<file path="src/rtl/pwmt_pkg.sv">
package pwmt_pkg;
  localparam int unsigned ADDR_CTRL  = 0;
  localparam int unsigned ADDR_TOP   = 1;
  localparam int unsigned ADDR_CMP   = 2;
  localparam int unsigned ADDR_FLAGS = 3;
  localparam int unsigned ADDR_COUNT = 4;

  typedef enum logic [1:0] {
    MODE_OFF    = 2'b00,
    MODE_RSVD   = 2'b01,
    MODE_NONINV = 2'b10,
    MODE_INV    = 2'b11
  } out_mode_e;

  typedef struct packed {
    logic      gie;
    logic      cmp_ie;
    logic      ovf_ie;
    out_mode_e mode;
  } ctrl_t;

  localparam int unsigned CTRL_W = $bits(ctrl_t);
endpackage

</file>
<file path="src/rtl/pwmt_counter.sv">
module pwmt_counter #(
  parameter int unsigned CW = 8
) (
  input  logic          clk,
  input  logic          rst_n,
  input  logic          tick_en,
  input  logic [CW-1:0] top,
  output logic [CW-1:0] cnt_q,
  output logic [CW-1:0] cnt_d,
  output logic          wrap
);
  localparam logic [CW-1:0] CNT_MAX = '1;

  always_comb begin
    wrap  = tick_en && ((cnt_q == top) || (cnt_q == CNT_MAX));
    cnt_d = cnt_q;
    if (tick_en) begin
      if (wrap) cnt_d = '0;
      else      cnt_d = cnt_q + 1'b1;
    end
  end

  always_ff @(posedge clk or negedge rst_n) begin
    if (!rst_n)       cnt_q <= '0;
    else if (tick_en) cnt_q <= cnt_d;
  end

  // restart after top
  a_r1_wrap_at_top: assert property (@(posedge clk) disable iff (!rst_n)
    (tick_en && cnt_q == top) |=> (cnt_q == '0));
  // idle without enable
  a_r2_hold_no_tick: assert property (@(posedge clk) disable iff (!rst_n)
    !tick_en |=> $stable(cnt_q));
  // count past a lowered top
  a_r11_run_past_top: assert property (@(posedge clk) disable iff (!rst_n)
    (tick_en && cnt_q > top && cnt_q != CNT_MAX) |=> (cnt_q == $past(cnt_q) + 1'b1));
endmodule

</file>
<file path="src/rtl/pwmt_cmp_buf.sv">
module pwmt_cmp_buf #(
  parameter int unsigned CW = 8
) (
  input  logic          clk,
  input  logic          rst_n,
  input  logic          wr_en,
  input  logic [CW-1:0] wr_data,
  input  logic          latch,
  output logic [CW-1:0] buf_q,
  output logic [CW-1:0] act_q,
  output logic [CW-1:0] act_d
);
  logic [CW-1:0] buf_d;

  always_comb begin
    buf_d = wr_en ? wr_data : buf_q;
    act_d = latch ? buf_q : act_q;
  end

  always_ff @(posedge clk or negedge rst_n) begin
    if (!rst_n) begin
      buf_q <= '0;
      act_q <= '0;
    end else begin
      if (wr_en) buf_q <= buf_d;
      if (latch) act_q <= act_d;
    end
  end

  // active value moves only at a wrap
  a_r3_hold_between_wraps: assert property (@(posedge clk) disable iff (!rst_n)
    !latch |=> $stable(act_q));
  a_r3_take_buffer: assert property (@(posedge clk) disable iff (!rst_n)
    latch |=> (act_q == $past(buf_q)));
  // buffer shows newest write
  a_r4_buffer_newest: assert property (@(posedge clk) disable iff (!rst_n)
    wr_en |=> (buf_q == $past(wr_data)));
endmodule

</file>
<file path="src/rtl/pwmt_wave.sv">
module pwmt_wave
  import pwmt_pkg::*;
#(
  parameter int unsigned CW = 8
) (
  input  logic          clk,
  input  logic          rst_n,
  input  out_mode_e     mode,
  input  logic [CW-1:0] cnt,
  input  logic [CW-1:0] cmp,
  input  logic [CW-1:0] top,
  output logic          pwm_q
);
  logic base;
  logic pwm_d;

  always_comb begin
    if (cmp == '0)       base = 1'b0;
    else if (cmp == top) base = 1'b1;
    else                 base = (cnt < cmp);
    unique case (mode)
      MODE_NONINV: pwm_d = base;
      MODE_INV:    pwm_d = ~base;
      default:     pwm_d = 1'b0;
    endcase
  end

  always_ff @(posedge clk or negedge rst_n) begin
    if (!rst_n) pwm_q <= 1'b0;
    else        pwm_q <= pwm_d;
  end

  // disconnected modes drive low
  a_r7_off_low: assert property (@(posedge clk) disable iff (!rst_n)
    !mode[1] |=> !pwm_q);
  // zero compare is constant
  a_r6_zero_noninv_low: assert property (@(posedge clk) disable iff (!rst_n)
    (mode == MODE_NONINV && cmp == '0) |=> !pwm_q);
  a_r6_zero_inv_high: assert property (@(posedge clk) disable iff (!rst_n)
    (mode == MODE_INV && cmp == '0) |=> pwm_q);
endmodule

</file>
<file path="src/rtl/pwm_shadow_timer.sv">
module pwm_shadow_timer
  import pwmt_pkg::*;
#(
  parameter int unsigned CW = 8,
  parameter int unsigned AW = 3
) (
  input  logic          clk,
  input  logic          rst_n,
  input  logic          tick_en,
  input  logic          bus_wr,
  input  logic [AW-1:0] bus_addr,
  input  logic [CW-1:0] bus_wdata,
  output logic [CW-1:0] bus_rdata,
  output logic          pwm_out,
  output logic          irq
);
  ctrl_t         ctrl_q, ctrl_d;
  logic [CW-1:0] top_q, top_d;
  logic          ovf_q, ovf_d, cmpf_q, cmpf_d;
  logic          wr_ctrl, wr_top, wr_cmp, wr_flags;
  logic [CW-1:0] cnt_q, cnt_d;
  logic          wrap;
  logic [CW-1:0] buf_q, act_q, act_d;
  logic          cmp_hit;

  always_comb begin
    wr_ctrl  = bus_wr && (bus_addr == AW'(ADDR_CTRL));
    wr_top   = bus_wr && (bus_addr == AW'(ADDR_TOP));
    wr_cmp   = bus_wr && (bus_addr == AW'(ADDR_CMP));
    wr_flags = bus_wr && (bus_addr == AW'(ADDR_FLAGS));
  end

  pwmt_counter #(.CW(CW)) u_counter (
    .clk(clk), .rst_n(rst_n), .tick_en(tick_en), .top(top_q),
    .cnt_q(cnt_q), .cnt_d(cnt_d), .wrap(wrap)
  );

  pwmt_cmp_buf #(.CW(CW)) u_cmp_buf (
    .clk(clk), .rst_n(rst_n), .wr_en(wr_cmp), .wr_data(bus_wdata),
    .latch(wrap), .buf_q(buf_q), .act_q(act_q), .act_d(act_d)
  );

  // next-state for control, top and flags
  always_comb begin
    ctrl_d  = wr_ctrl ? ctrl_t'(bus_wdata[CTRL_W-1:0]) : ctrl_q;
    top_d   = wr_top ? bus_wdata : top_q;
    cmp_hit = tick_en && (cnt_d == act_d);
    ovf_d   = wrap    | (ovf_q  & ~(wr_flags & bus_wdata[0]));
    cmpf_d  = cmp_hit | (cmpf_q & ~(wr_flags & bus_wdata[1]));
  end

  always_ff @(posedge clk or negedge rst_n) begin
    if (!rst_n) begin
      ctrl_q <= '0;
      top_q  <= '0;
      ovf_q  <= 1'b0;
      cmpf_q <= 1'b0;
    end else begin
      if (wr_ctrl) ctrl_q <= ctrl_d;
      if (wr_top)  top_q  <= top_d;
      ovf_q  <= ovf_d;
      cmpf_q <= cmpf_d;
    end
  end

  pwmt_wave #(.CW(CW)) u_wave (
    .clk(clk), .rst_n(rst_n), .mode(ctrl_d.mode), .cnt(cnt_d),
    .cmp(act_d), .top(top_d), .pwm_q(pwm_out)
  );

  always_comb begin
    irq = ctrl_q.gie & ((ovf_q & ctrl_q.ovf_ie) | (cmpf_q & ctrl_q.cmp_ie));
  end

  always_comb begin
    bus_rdata = '0;
    case (bus_addr)
      AW'(ADDR_CTRL):  bus_rdata[CTRL_W-1:0] = ctrl_q;
      AW'(ADDR_TOP):   bus_rdata = top_q;
      AW'(ADDR_CMP):   bus_rdata = buf_q;
      AW'(ADDR_FLAGS): bus_rdata[1:0] = {cmpf_q, ovf_q};
      AW'(ADDR_COUNT): bus_rdata = cnt_q;
      default:         bus_rdata = '0;
    endcase
  end

  // wrap raises overflow flag
  a_r8_ovf_on_wrap: assert property (@(posedge clk) disable iff (!rst_n)
    wrap |=> ovf_q);
  // clear without a competing set
  a_r9_clear_ovf: assert property (@(posedge clk) disable iff (!rst_n)
    (wr_flags && bus_wdata[0] && !wrap) |=> !ovf_q);
  // global gate
  a_r10_irq_gated: assert property (@(posedge clk) disable iff (!rst_n)
    !ctrl_q.gie |-> !irq);
  // no set events without enable
  a_r2_no_ovf_set_idle: assert property (@(posedge clk) disable iff (!rst_n)
    (!tick_en && !ovf_q) |=> !ovf_q);
endmodule

</file>
<file path="config.mk">
export PLATFORM = sky130hd
export DESIGN_NAME = pwm_shadow_timer
export DESIGN_NICKNAME = d
export VERILOG_FILES = /design/src/rtl/pwmt_pkg.sv /design/src/rtl/pwmt_counter.sv /design/src/rtl/pwmt_cmp_buf.sv /design/src/rtl/pwmt_wave.sv /design/src/rtl/pwm_shadow_timer.sv
export SDC_FILE = /design/constraint.sdc
export NUM_CORES = 1
export LEC_CHECK = 0
export ABC_AREA = 1
export BUFFER_PORTS_ARGS = -buffer_cell sky130_fd_sc_hd__buf_2
export CAP_MARGIN = 20
export CORE_MARGIN = 4
export CORE_UTILIZATION = 59
export DETAILED_ROUTE_END_ITERATION = 6
export PLACE_DENSITY = 0.89
export SLEW_MARGIN = 20
export SYNTH_ARGS = -nofsm -noshare
export SYNTH_HDL_FRONTEND = slang
export SYNTH_SLANG_ARGS = --single-unit
</file>
<file path="constraint.sdc">
create_clock -name clk -period 3.1 [get_ports clk]
set_clock_uncertainty 0.15 [all_clocks]
set_input_delay 0.31 -clock clk [delete_from_list [all_inputs] [get_ports clk]]
set_output_delay 0.31 -clock clk [all_outputs]
set_load 0.005 [all_outputs]
</file>
Yosys cells after proc, flatten, opt, wreduce, memory -nomap -nowiden
Index checks and enable logic that the tools add are counted.
W data, S select, Z words.
{"block": "word_totals", "ramBits": 0, "reg_bits": 40, "word_cells": 56, "latch_bits": 0, "mem_count": 0, "romBits": 0}
{"block": "op_classes", "n_mux": 11, "eq_ne": 10, "addsub": 1, "bitwise_logic": 13, "magnitude_cmp": 1, "n_div": 0, "reduce_logical": 9, "multipliers": 0, "shifts": 0}
{"cell": "$mux W8", "count": 4}
{"cell": "$eq A8 B8 Y1", "count": 3}
{"cell": "$pmux W3 S4", "count": 1}
{"cell": "$pmux W2 S5", "count": 1}
{"cell": "$pmux W3 S3", "count": 1}
{"cell": "$add A8 B1 Y8 const B", "count": 1}
{"cell": "$eq A8 B8 Y1 const B", "count": 1}
{"cell": "$logic_not A8 Y1", "count": 1}
{"cell": "$lt A8 B8 Y1", "count": 1}
{"cell": "$and A1 B1 Y1", "count": 7}
{"cell": "$eq A3 B2 Y1 const B", "count": 2}
{"cell": "$logic_and A1 B1 Y1", "count": 6}
{"cell": "$eq A2 B2 Y1 const B", "count": 2}
{"cell": "$eq A3 B1 Y1 const B", "count": 1}
{"cell": "$eq A3 B3 Y1 const B", "count": 1}
{"cell": "$logic_not A3 Y1", "count": 1}
{"cell": "$not A1 Y1", "count": 3}
{"cell": "$or A1 B1 Y1", "count": 3}
{"cell": "$mux W1", "count": 2}
{"cell": "$mux W2", "count": 1}
{"cell": "$pmux W1 S2", "count": 1}
{"cell": "$logic_or A1 B1 Y1", "count": 1}

Depth between registers and ports, before layout
Gate-level depths: netlist of run 1.
{"block": "logic_depth", "ltp_word": 10, "depth_mapped": 22, "ltp_nobuf": 21}

Hierarchy
From an unflattened synthesis of run 1, not the netlist that was laid out.
{"block": "hier_totals", "hier_cells": 413, "area_unflattened_um2": 2787.7}
{"mod": "pwm_shadow_timer", "area_per_inst_um2": 1076.0, "n_inst": 1, "cells_per_inst": 169}
{"mod": "pwmt_cmp_buf", "area_per_inst_um2": 660.6, "n_inst": 1, "cells_per_inst": 76}
{"mod": "pwmt_counter", "area_per_inst_um2": 654.4, "n_inst": 1, "cells_per_inst": 95}
{"mod": "pwmt_wave", "area_per_inst_um2": 396.6, "n_inst": 1, "cells_per_inst": 73}

Worst setup path after synthesis of run 1
Ideal clock, no wire load.
{"block": "synth_timing", "kind": "input to register", "from": "in tick_en", "to": "reg u_wave.pwm_q", "slack_ns": 0.493, "setup_ns": 0.117, "path_buffers": 2, "arrival_time_ns": 2.341, "stages": 15, "cell_sequence": "buf_6 buf_2 inv_1 nor4_1 nand2_1 o21ai_0 a21oi_1 ha_1 nand2_1 inv_1 nand3_1 o211ai_1 nand2_1 nand3_1 nand2_1"}
{"block": "synth_between", "elab_chain_len": 8, "word_cells_on_any_way": 11}
{"item": "from (decl)", "line_no": "pwm_shadow_timer.sv:9", "source": "input logic tick_en,"}
{"item": "$logic_and A1 B1 Y1", "line_no": "pwmt_counter.sv:15", "source": "wrap = tick_en && ((cnt_q == top) || (cnt_q == CNT_MAX));"}
{"item": "$mux W8", "line_no": "pwmt_counter.sv:18", "source": "if (wrap) cnt_d = '0;"}
{"item": "$mux W8 *", "line_no": "pwmt_counter.sv:17", "source": "if (tick_en) begin"}
{"item": "net cnt_d[7]", "line_no": "pwm_shadow_timer.sv:21", "source": "logic [CW-1:0] cnt_q, cnt_d;"}
{"item": "$lt A8 B8 Y1 *", "line_no": "pwmt_wave.sv:20", "source": "else base = (cnt < cmp);"}
{"item": "$mux W1 *", "line_no": "pwmt_wave.sv:19", "source": "else if (cmp == top) base = 1'b1;"}
{"item": "$mux W1 *", "line_no": "pwmt_wave.sv:18", "source": "if (cmp == '0) base = 1'b0;"}
{"item": "$not A1 Y1", "line_no": "pwmt_wave.sv:23", "source": "MODE_INV: pwm_d = ~base;"}
{"item": "$pmux W1 S2 *", "line_no": "pwmt_wave.sv:21", "source": "unique case (mode)"}
{"item": "net u_wave.pwm_d", "line_no": "pwmt_wave.sv:15", "source": "logic pwm_d;"}
{"item": "to (signal assigned)", "line_no": "pwmt_wave.sv:30", "source": "else pwm_q <= pwm_d;"}
{"item": "to (decl)", "line_no": "pwmt_wave.sv:12", "source": "output logic pwm_q"}
The timed path passes the listed nets; every way through them passes the cells marked *.
A chain may end at the register's enable or synchronous reset.

Final worst setup path of run 1
{"block": "layout_timing", "from": "reg u_counter.cnt_q[4]", "to": "reg u_wave.pwm_q"}
{"block": "layout_between", "elab_chain_len": 10, "word_cells_on_any_way": 15}
{"item": "from (decl)", "line_no": "pwmt_counter.sv:8", "source": "output logic [CW-1:0] cnt_q,"}
{"item": "from (signal assigned)", "line_no": "pwmt_counter.sv:25", "source": "else if (tick_en) cnt_q <= cnt_d;"}
{"item": "parallel branches: the longest is 7 deep, another holds $add A8 B1 Y8"}
{"item": "$mux W1 *", "line_no": "pwmt_wave.sv:18"}
{"item": "$not A1 Y1", "line_no": "pwmt_wave.sv:23"}
{"item": "$pmux W1 S2 *", "line_no": "pwmt_wave.sv:21"}
{"item": "net u_wave.pwm_d", "line_no": "pwmt_wave.sv:15"}
Mark *: on every way through the listed nets, which the timed path passes.

==> impl_metrics.json, run 1 <==
{
  "antenna_violating_nets_post_route": 0,
  "final-instance-count-excl-fill": 425,
  "placed_cells_incl_taps": 418,
  "rr_startpoint": "u_counter.cnt_q[4]$_DFFE_PN0P_",
  "clock_latency_on_the_worst_skew_pair_ns": 0.29,
  "ys_seq_area_share_pct": 38.10,
  "max-cap-violations": 0,
  "drt_first_pass_iters": 7,
  "synth_warnings": 0,
  "die-area_um2": 5585,
  "yosys-top-cells-area": "sky130_fd_sc_hd__dfrtp_1 (38%), sky130_fd_sc_hd__nand2_1 (12%), sky130_fd_sc_hd__inv_1 (9.1%), sky130_fd_sc_hd__ha_1 (4.3%), sky130_fd_sc_hd__o21ai_0 (4.2%)",
  "seqCellArea_um2": 1001,
  "cts-buffers-inserted": 5,
  "placeableCoreArea_um2": 4324,
  "row_count": 24,
  "fp.dieW_um": 74.74,
  "floorplan.initialDensity_pct": 60.76,
  "combPwrFrac_pct": 43.0,
  "num-fill-cells": 357,
  "unrepaired_setup_endpoints_after_global_routing": "no",
  "power.share.switching_pct": 42.29,
  "hold_path_class": "in -> async",
  "synth.cell_area_um2": 2628,
  "clock.fmax_mhz": 353.3,
  "route.detailed.vias_per_inst": 5.647,
  "clk_path_buf_depth": 2,
  "clkSinkCount": 40,
  "area_delta_synth_final_pct": 8.857,
  "grt_antenna_before_repair": 0,
  "critPathKind": "reg -> reg",
  "power.share.clock_pct": 16.5,
  "worstMarginPinSlew_ns": 0.8867,
  "boundaryPins": 25,
  "place.detailed.hpwl_mm": 4.846,
  "detail_route.wl_per_cell_um": 15.04,
  "fin_worst_hold_slack_ns": -0.007245,
  "timing.max_slew.rel_slack_pct": 40.88,
  "totalWireLength_mm": 6.391,
  "initialDrtViolationCount": 198,
  "layout_worst_path_cycle_share_pct": 91.31,
  "timing.critical_path.arrival_ns": 2.86,
  "maximum_number_of_pins_on_one_net_before_global_route_repair": 41,
  "kind_of_start_point_of_the_critical_path": "register",
  "required_ns": 3.13,
  "fin_crit_ns": 2.831,
  "synth.avg_cell_area_um2": 7.616,
  "violations": "design-rule violations, negative hold slack",
  "floorplan.die.height_um": 74.74,
  "synth.lib_cells_used.distinct": 40,
  "crit_path_max_fanout": 11,
  "drcViolationCount": 2,
  "syn_inst": 345,
  "finalCoreUtilization_pct": 66.15,
  "cp-end-kind": "register",
  "first_pass_grt_wire_length_mm": 10.36,
  "status": "complete, but fails checks",
  "net-switching-power_mw": 0.8363,
  "static-leakage-power_nw": 1.531,
  "cts_root_buf": "sky130_fd_sc_hd__clkbuf_8",
  "internal_power_mw": 1.141,
  "first_global_vias": 2248,
  "timing_hold_violations_final": 13,
  "finalMaxSlewViolations": 0,
  "antennaDiodeCount": 0,
  "cts.repair_timing.setup_buffer_count": 0,
  "rr_worst_depth": 19,
  "nets": 397,
  "vias": 2400,
  "postSynthRegisterBits": 40,
  "r2r_end": "u_wave.pwm_q$_DFF_PN0_",
  "sum_of_negative_setup_slack_ns": 0,
  "regToRegSetupSlack_ns": 0.27,
  "synth.net_count": 369,
  "share_seq_of_total_power_pct": 40.5,
  "clkSlewWorstSetupHoldPaths_ns": 0.08,
  "globalplace.congestion": 0.9265,
  "grt_remaining_overflow": 0,
  "setup_failing_eps_final": 0,
  "cts_tree": "yes",
  "total_power_mw": 1.977,
  "clock_tree.htree_level_count": 2,
  "synth_top_area_cell": "sky130_fd_sc_hd__dfrtp_1",
  "multi_input_comb_area_um2": 1300,
  "powerDensity_nw_per_um2": 691.3,
  "yosysTopAreaCellShare_pct": 38.10,
  "drive_above_1_share_pct": 16.89,
  "port_buffers": 24,
  "grt_usage_pct": 24.78,
  "vdd_drop_max_v": 0.0003762
}
-- metal layers --
| layer | vias up | track usage (%) | part of all wire [%] |
|---|---|---|---|
| met1 | 1106 | 31.85 | 41 |
| met4 | 0 | 9.881 | 2.4 |
| met5 | - | 0 | 0 |
| met3 | 15 | 5.207 | 8.0 |
| li1 | 1152 | - | - |
| met2 | 127 | 40.98 | 49 |
-- power groups by stage --
stage / Combinational [mW] / Sequential, mW / Clock (mW)
after floorplan: 0.654 / 0.756 / 0
after CTS: 0.841 / 0.798 / 0.328
after global placement: 0.803 / 0.800 / 0
after global routing: 0.961 / 0.819 / 0.361
final: 0.851 / 0.800 / 0.326
after detailed placement: 0.828 / 0.806 / 0
-- worst max-delay path, cell delays in order (launching register included) --
cell,delay [ns]
sky130_fd_sc_hd__dfrtp_1,0.45
sky130_fd_sc_hd__inv_1,0.10
sky130_fd_sc_hd__nand2_1,0.06
sky130_fd_sc_hd__nand2_1,0.09
sky130_fd_sc_hd__nand2_1,0.06
sky130_fd_sc_hd__nor2_1,0.17
sky130_fd_sc_hd__nand2_1,0.12
sky130_fd_sc_hd__nand2_4,0.09
sky130_fd_sc_hd__buf_6,0.19
sky130_fd_sc_hd__nand3_1,0.11
sky130_fd_sc_hd__nand2_1,0.15
sky130_fd_sc_hd__ha_1,0.26
sky130_fd_sc_hd__a21oi_1,0.16
sky130_fd_sc_hd__nor2_1,0.07
sky130_fd_sc_hd__a211oi_1,0.17
sky130_fd_sc_hd__o211ai_1,0.10
sky130_fd_sc_hd__nand2_1,0.09
sky130_fd_sc_hd__nand2_1,0.05
sky130_fd_sc_hd__nand2_1,0.05
sky130_fd_sc_hd__nand2_1,0.04
-- state kept, by name, indices dropped and copies added, names as in the netlist --
register	cells
ctrl_q	5
u_wave.pwm_q	1
u_cmp_buf.act_q	8
top_q	8
ovf_q	1
cmpf_q	1
u_counter.cnt_q	8
u_cmp_buf.buf_q	8
-- stage by stage --
stage | cell area, um^2 | hold WS (ns) | setup slack (ns)
after floorplan | 2628 | -0.1356 | 0.4926
after global placement | 2779 | 0.3188 | 0.3817
after detailed placement | 2779 | 0.3247 | 0.2965
after CTS | 2856 | 0.02392 | 0.2369
after global routing | 2860 | 0.05210 | 0.04091
final | 2860 | -0.007245 | 0.2693
-- cells in the mapped netlist --
library cell	count
sky130_fd_sc_hd__clkbuf_1	1
sky130_fd_sc_hd__buf_12	1
sky130_fd_sc_hd__xnor2_1	4
sky130_fd_sc_hd__o21ai_1	5
sky130_fd_sc_hd__mux2_2	1
sky130_fd_sc_hd__inv_1	64
sky130_fd_sc_hd__buf_2	2
sky130_fd_sc_hd__xnor2_2	1
sky130_fd_sc_hd__inv_2	5
sky130_fd_sc_hd__nand3_4	4
sky130_fd_sc_hd__o21ai_0	22
sky130_fd_sc_hd__a221o_1	1
sky130_fd_sc_hd__nand4_2	1
sky130_fd_sc_hd__nand2_2	6
sky130_fd_sc_hd__buf_4	1
sky130_fd_sc_hd__nand3_2	1
sky130_fd_sc_hd__buf_6	2
sky130_fd_sc_hd__a211oi_1	1
sky130_fd_sc_hd__nand4_1	2
sky130_fd_sc_hd__a21oi_1	11
sky130_fd_sc_hd__nand2_4	6
sky130_fd_sc_hd__ha_1	9
sky130_fd_sc_hd__nor2_1	23
sky130_fd_sc_hd__o221ai_1	4
sky130_fd_sc_hd__nor2_2	1
sky130_fd_sc_hd__o22ai_1	2
sky130_fd_sc_hd__nor4_1	1
sky130_fd_sc_hd__clkinv_1	1
sky130_fd_sc_hd__o31ai_1	1
sky130_fd_sc_hd__o21ai_2	1
sky130_fd_sc_hd__nor3_1	5
sky130_fd_sc_hd__dfrtp_1	40
sky130_fd_sc_hd__nor3_2	1
sky130_fd_sc_hd__xor2_1	4
sky130_fd_sc_hd__nand3_1	21
sky130_fd_sc_hd__o211ai_1	1
sky130_fd_sc_hd__nand2_1	83
sky130_fd_sc_hd__nor3_4	1
sky130_fd_sc_hd__nand3b_1	1
sky130_fd_sc_hd__a221oi_1	3
-- area by class of cell --
cell class	instances	area share (%)
repair buffers	28	5.381
flip-flops and latches	40	35.00
multi-input cells	228	45.45
clock inverters	1	0.1750
inverters	70	9.186
well taps	52	2.275
clock buffers	6	2.537
-- layout by cell type (no fill, tap or decap), drive strengths merged --
master / Yosys / final
nor3: 7 / 7
o21ai: 28 / 28
nor2: 24 / 24
o211ai: 1 / 1
xor2: 4 / 4
xnor2: 5 / 5
clkinv: 1 / 2
nand2: 95 / 95
buf: 6 / 28
a221oi: 3 / 3
a21oi: 11 / 11
a211oi: 1 / 1
ha: 9 / 9
o221ai: 4 / 4
nand3: 26 / 26
o31ai: 1 / 1
o22ai: 2 / 2
clkbuf: 1 / 6
a221o: 1 / 1
nand4: 3 / 3
nand3b: 1 / 1
mux2: 1 / 1
inv: 69 / 69
nor4: 1 / 1
dfrtp: 40 / 40
-- how the worst max path moves through the flow --
stage,endpoint,slack [ns],depth (start not counted),startpoint
floorplan,u_wave.pwm_q$_DFF_PN0_,0.49,15,tick_en
global placement,u_wave.pwm_q$_DFF_PN0_,0.38,19,u_counter.cnt_q[4]$_DFFE_PN0P_
detailed placement,u_wave.pwm_q$_DFF_PN0_,0.30,19,u_counter.cnt_q[4]$_DFFE_PN0P_
CTS,u_wave.pwm_q$_DFF_PN0_,0.24,19,u_counter.cnt_q[4]$_DFFE_PN0P_
global route,u_wave.pwm_q$_DFF_PN0_,0.04,19,u_counter.cnt_q[4]$_DFFE_PN0P_
finish,u_wave.pwm_q$_DFF_PN0_,0.27,19,u_counter.cnt_q[4]$_DFFE_PN0P_
-- repair_timing --
item	CTS	global route
gates resized for setup	0	1
hold buffers	0	0
endpoints found under the setup margin	0	1
-- kinds of logic after synthesis --
group | Yosys count | synth area share, %
AO/OA/AOI/OAI | 52 | 11.62
XOR/XNOR | 9 | 3.286
adder cells (fa/ha/maj) | 9 | 4.286
buffers and inverters | 77 | 12.43
flip-flops | 40 | 38.10
multiplexers | 1 | 0.4285
AND/OR/NAND/NOR | 157 | 29.86
Note: power is estimated with default switching activity, not from simulation.
==> run 2, diff against run 1 <==
--- a/config.mk
+++ b/config.mk
@@ -5,13 +5,12 @@
 export SDC_FILE = /design/constraint.sdc
 export NUM_CORES = 1
 export LEC_CHECK = 0
-export ABC_AREA = 1
 export BUFFER_PORTS_ARGS = -buffer_cell sky130_fd_sc_hd__buf_2
 export CAP_MARGIN = 20
 export CORE_MARGIN = 4
-export CORE_UTILIZATION = 59
+export CORE_UTILIZATION = 60
 export DETAILED_ROUTE_END_ITERATION = 6
-export PLACE_DENSITY = 0.89
+export PLACE_DENSITY = 0.82
 export SLEW_MARGIN = 20
 export SYNTH_ARGS = -nofsm -noshare
 export SYNTH_HDL_FRONTEND = slang
==> impl_metrics.json, run 2 <==
{
  "unrepaired_setup_endpoints_after_global_routing": "yes",
  "drive_above_1_share_pct": 30.61,
  "boundaryPins": 25,
  "clkSlewWorstSetupHoldPaths_ns": 0.08,
  "fin_worst_hold_slack_ns": -0.006272,
  "clock_tree.htree_level_count": 2,
  "antenna_violating_nets_post_route": 0,
  "share_seq_of_total_power_pct": 35.0,
  "floorplan.die.height_um": 78.92,
  "row_count": 25,
  "fin_crit_ns": 3.163,
  "worstMarginPinSlew_ns": 0.9324,
  "crit_path_max_fanout": 5,
  "max-cap-violations": 0,
  "synth_enable_flop_cells": 0,
  "postSynthRegisterBits": 40,
  "net-switching-power_mw": 1.013,
  "grt_antenna_before_repair": 0,
  "port_buffers": 24,
  "clk_path_buf_depth": 2,
  "internal_power_mw": 1.378,
  "antennaDiodeCount": 0,
  "synth.avg_cell_area_um2": 8.876,
  "detail_route.wl_per_cell_um": 20.89,
  "cts_tree": "yes",
  "cts-hold-fix-buffers": 0,
  "drt_first_pass_iters": 6,
  "synth.cell_area_um2": 3018,
  "die-area_um2": 6228,
  "floorplan.initialDensity_pct": 63.06,
  "required_ns": 3.18,
  "clkSinkCount": 40,
  "clock_latency_on_the_worst_skew_pair_ns": 0.30,
  "cp-end-kind": "register",
  "nets": 416,
  "design_area_um2": 3646,
  "first_pass_grt_wire_length_mm": 14.75,
  "maximum_number_of_pins_on_one_net_before_global_route_repair": 41,
  "area_delta_synth_final_pct": 20.81,
  "grt_usage_pct": 30.34,
  "synth.net_count": 364,
  "post-synth-top-count-cell": "sky130_fd_sc_hd__dfrtp_1",
  "fp.dieW_um": 78.92,
  "timing.critical_path.arrival_ns": 3.24,
  "clock.fmax_mhz": 316.2,
  "critPathKind": "reg -> reg",
  "syn_inst": 340,
  "static-leakage-power_nw": 1.613,
  "layout_common_cells": "sky130_fd_sc_hd__dfrtp_1 (39), sky130_fd_sc_hd__buf_4 (38), sky130_fd_sc_hd__nand2_1 (34)",
  "vdd_drop_max_v": 0.0002971,
  "violations": "negative hold slack, negative setup slack",
  "setup_failing_eps_final": 1,
  "kind_of_start_point_of_the_critical_path": "register",
  "cts-buffers-inserted": 5,
  "layout_setup_ws_ns": -0.06275,
  "synth_common_cells": "sky130_fd_sc_hd__dfrtp_1 (40), sky130_fd_sc_hd__nand2_1 (35), sky130_fd_sc_hd__nor2_1 (24)",
  "postSynth.asyncResetShare_pct": 100.0,
  "yosysTopAreaCellShare_pct": 33.17,
  "hold_path_class": "in -> async",
  "totalWireLength_mm": 9.588,
  "yosys-top-cells-area": "sky130_fd_sc_hd__dfrtp_1 (33%), sky130_fd_sc_hd__mux2_2 (7.1%), sky130_fd_sc_hd__nand2_1 (4.4%), sky130_fd_sc_hd__o2111ai_1 (4.4%), sky130_fd_sc_hd__ha_1 (3.7%)",
  "synth_ff_type": "sky130_fd_sc_hd__dfrtp_1",
  "cts_root_buf": "sky130_fd_sc_hd__clkbuf_8",
  "globalplace.congestion": 0.9634,
  "num-fill-cells": 315,
  "first_global_vias": 2944,
  "synth.lib_cells_used.distinct": 53,
  "place_area_um2": 3402,
  "layout_worst_path_cycle_share_pct": 102.0,
  "status": "complete, but fails checks",
  "powerDensity_nw_per_um2": 655.8,
  "power.share.clock_pct": 14.3,
  "finalMaxSlewViolations": 0,
  "final_common_cell": "sky130_fd_sc_hd__dfrtp_1",
  "ys_seq_area_share_pct": 33.17,
  "drcViolationCount": 0,
  "route.detailed.vias_per_inst": 6.784,
  "timing_hold_violations_final": 4,
  "timing.max_slew.rel_slack_pct": 37.84,
  "place.detailed.hpwl_mm": 6.486,
  "grt_remaining_overflow": 0,
  "synth_warnings": 0,
  "placeableCoreArea_um2": 4786,
  "synth_top_area_cell": "sky130_fd_sc_hd__dfrtp_1",
  "vias": 3114,
  "power.share.switching_pct": 42.36,
  "combPwrFrac_pct": 50.7,
  "initialDrtViolationCount": 304
}
[run 2: changes by cell type after synthesis, moves of 7 or more]
cell	before	now
sky130_fd_sc_hd__nand2_1	83	35
sky130_fd_sc_hd__inv_1	64	17
sky130_fd_sc_hd__mux2_2	1	19
sky130_fd_sc_hd__o2111ai_1	0	15
sky130_fd_sc_hd__nor2b_1	0	11
sky130_fd_sc_hd__mux2i_1	0	10
sky130_fd_sc_hd__nor3_1	5	15
sky130_fd_sc_hd__nand3_1	21	13
sky130_fd_sc_hd__a22oi_1	0	7
[run 2: repair_timing]
action / in CTS / in global routing
pin swaps: 13 / 10
setup endpoints to repair: 1 / 1
setup buffers: 5 / 1
gates resized for setup: 10 / 10
[run 2: kinds of logic (layout without fill, tap and decap cells)]
| kind of cell | Yosys count | count (layout) | synth area share, % |
|---|---|---|---|
| and+or+nand+nor | 127 | 127 | 21.81 |
| buffers and inverters | 37 | 89 | 5.348 |
| adders and majority gates | 9 | 9 | 3.731 |
| DFF | 40 | 40 | 33.17 |
| xor gates and xnor gates | 10 | 10 | 2.902 |
| AOI/OAI and AO/OA | 85 | 85 | 21.15 |
| muxes | 32 | 32 | 11.90 |
[run 2: per-layer routing]
metal  vias up  wire [um]  global-route usage (%)
met5         -          0                       0
met4         0        442                   10.65
met3        49        878                   6.349
met2       235       4529                   51.78
met1      1462       3738                   38.09
li1       1368          -                       -
[run 2: critical path: stages (launching register included)]
cell                        delay [ns]
sky130_fd_sc_hd__dfrtp_1          0.49
sky130_fd_sc_hd__xnor2_2          0.22
sky130_fd_sc_hd__nand4_1          0.20
sky130_fd_sc_hd__o21ai_4          0.25
sky130_fd_sc_hd__and3_4           0.24
sky130_fd_sc_hd__or2_4            0.14
sky130_fd_sc_hd__inv_4            0.04
sky130_fd_sc_hd__ha_4             0.22
sky130_fd_sc_hd__nor2b_1          0.12
sky130_fd_sc_hd__o21a_1           0.16
sky130_fd_sc_hd__o21a_1           0.16
sky130_fd_sc_hd__o211ai_1         0.15
sky130_fd_sc_hd__a31oi_1          0.12
sky130_fd_sc_hd__a311oi_1         0.23
sky130_fd_sc_hd__a2bb2oi_1        0.10
sky130_fd_sc_hd__nand3b_1         0.09
[run 2: final cells by class]
cell class / count / area, um^2 / area share, %
inverters: 17 / 66.31 / 1.819
flip-flops and latches: 40 / 1002 / 27.49
well taps: 67 / 83.83 / 2.299
clock buffers: 6 / 72.57 / 1.990
repair buffers: 65 / 439.2 / 12.05
multi-input cells: 263 / 1977 / 54.22
clock inverters: 1 / 5.005 / 0.1373
[run 2: worst paths after layout]
check | end | slack, ns | start | depth (start not counted)
min in group clk | u_cmp_buf.buf_q[6]$_DFFE_PN0P_ | 0.11 | bus_wdata[6] | 2
hold reg to reg | ovf_q$_DFF_PN0_ | 0.40 | ovf_q$_DFF_PN0_ | 2
max in group asynchronous | u_counter.cnt_q[2]$_DFFE_PN0P_ | 2.16 | rst_n | 1
setup reg to reg | u_wave.pwm_q$_DFF_PN0_ | -0.06 | u_counter.cnt_q[3]$_DFFE_PN0P_ | 15
setup / recovery | u_wave.pwm_q$_DFF_PN0_ | -0.06 | u_counter.cnt_q[3]$_DFFE_PN0P_ | 15
hold / removal | u_cmp_buf.buf_q[5]$_DFFE_PN0P_ | -0.006 | rst_n | 1
[run 2: power groups by stage]
stage | Sequential [mW] | Clock [mW] | Combinational, mW
finish | 0.836 | 0.342 | 1.21
global route | 0.847 | 0.357 | 1.32
CTS | 0.804 | 0.333 | 1.10
detailed placement | 0.810 | 0 | 1.04
global placement | 0.805 | 0 | 1.01
floorplan | 0.751 | 0 | 0.726
[run 2: per-stage QoR]
step | std cells | power (mW) | setup WS, ns | TNS [ns] | util, %
6_report | 459 | 2.391 | -0.06275 | -0.06275 | 76.18
5_1_grt | 459 | 2.525 | -0.2414 | -0.2414 | 76.18
3_5_place_dp | 446 | 1.854 | -0.1365 | -0.1365 | 71.09
4_1_cts | 458 | 2.238 | -0.1276 | -0.1276 | 74.51
3_3_place_gp | 446 | 1.816 | 0.009644 | 0 | 71.09
2_1_floorplan | 340 | 1.477 | 0.006180 | 0 | -
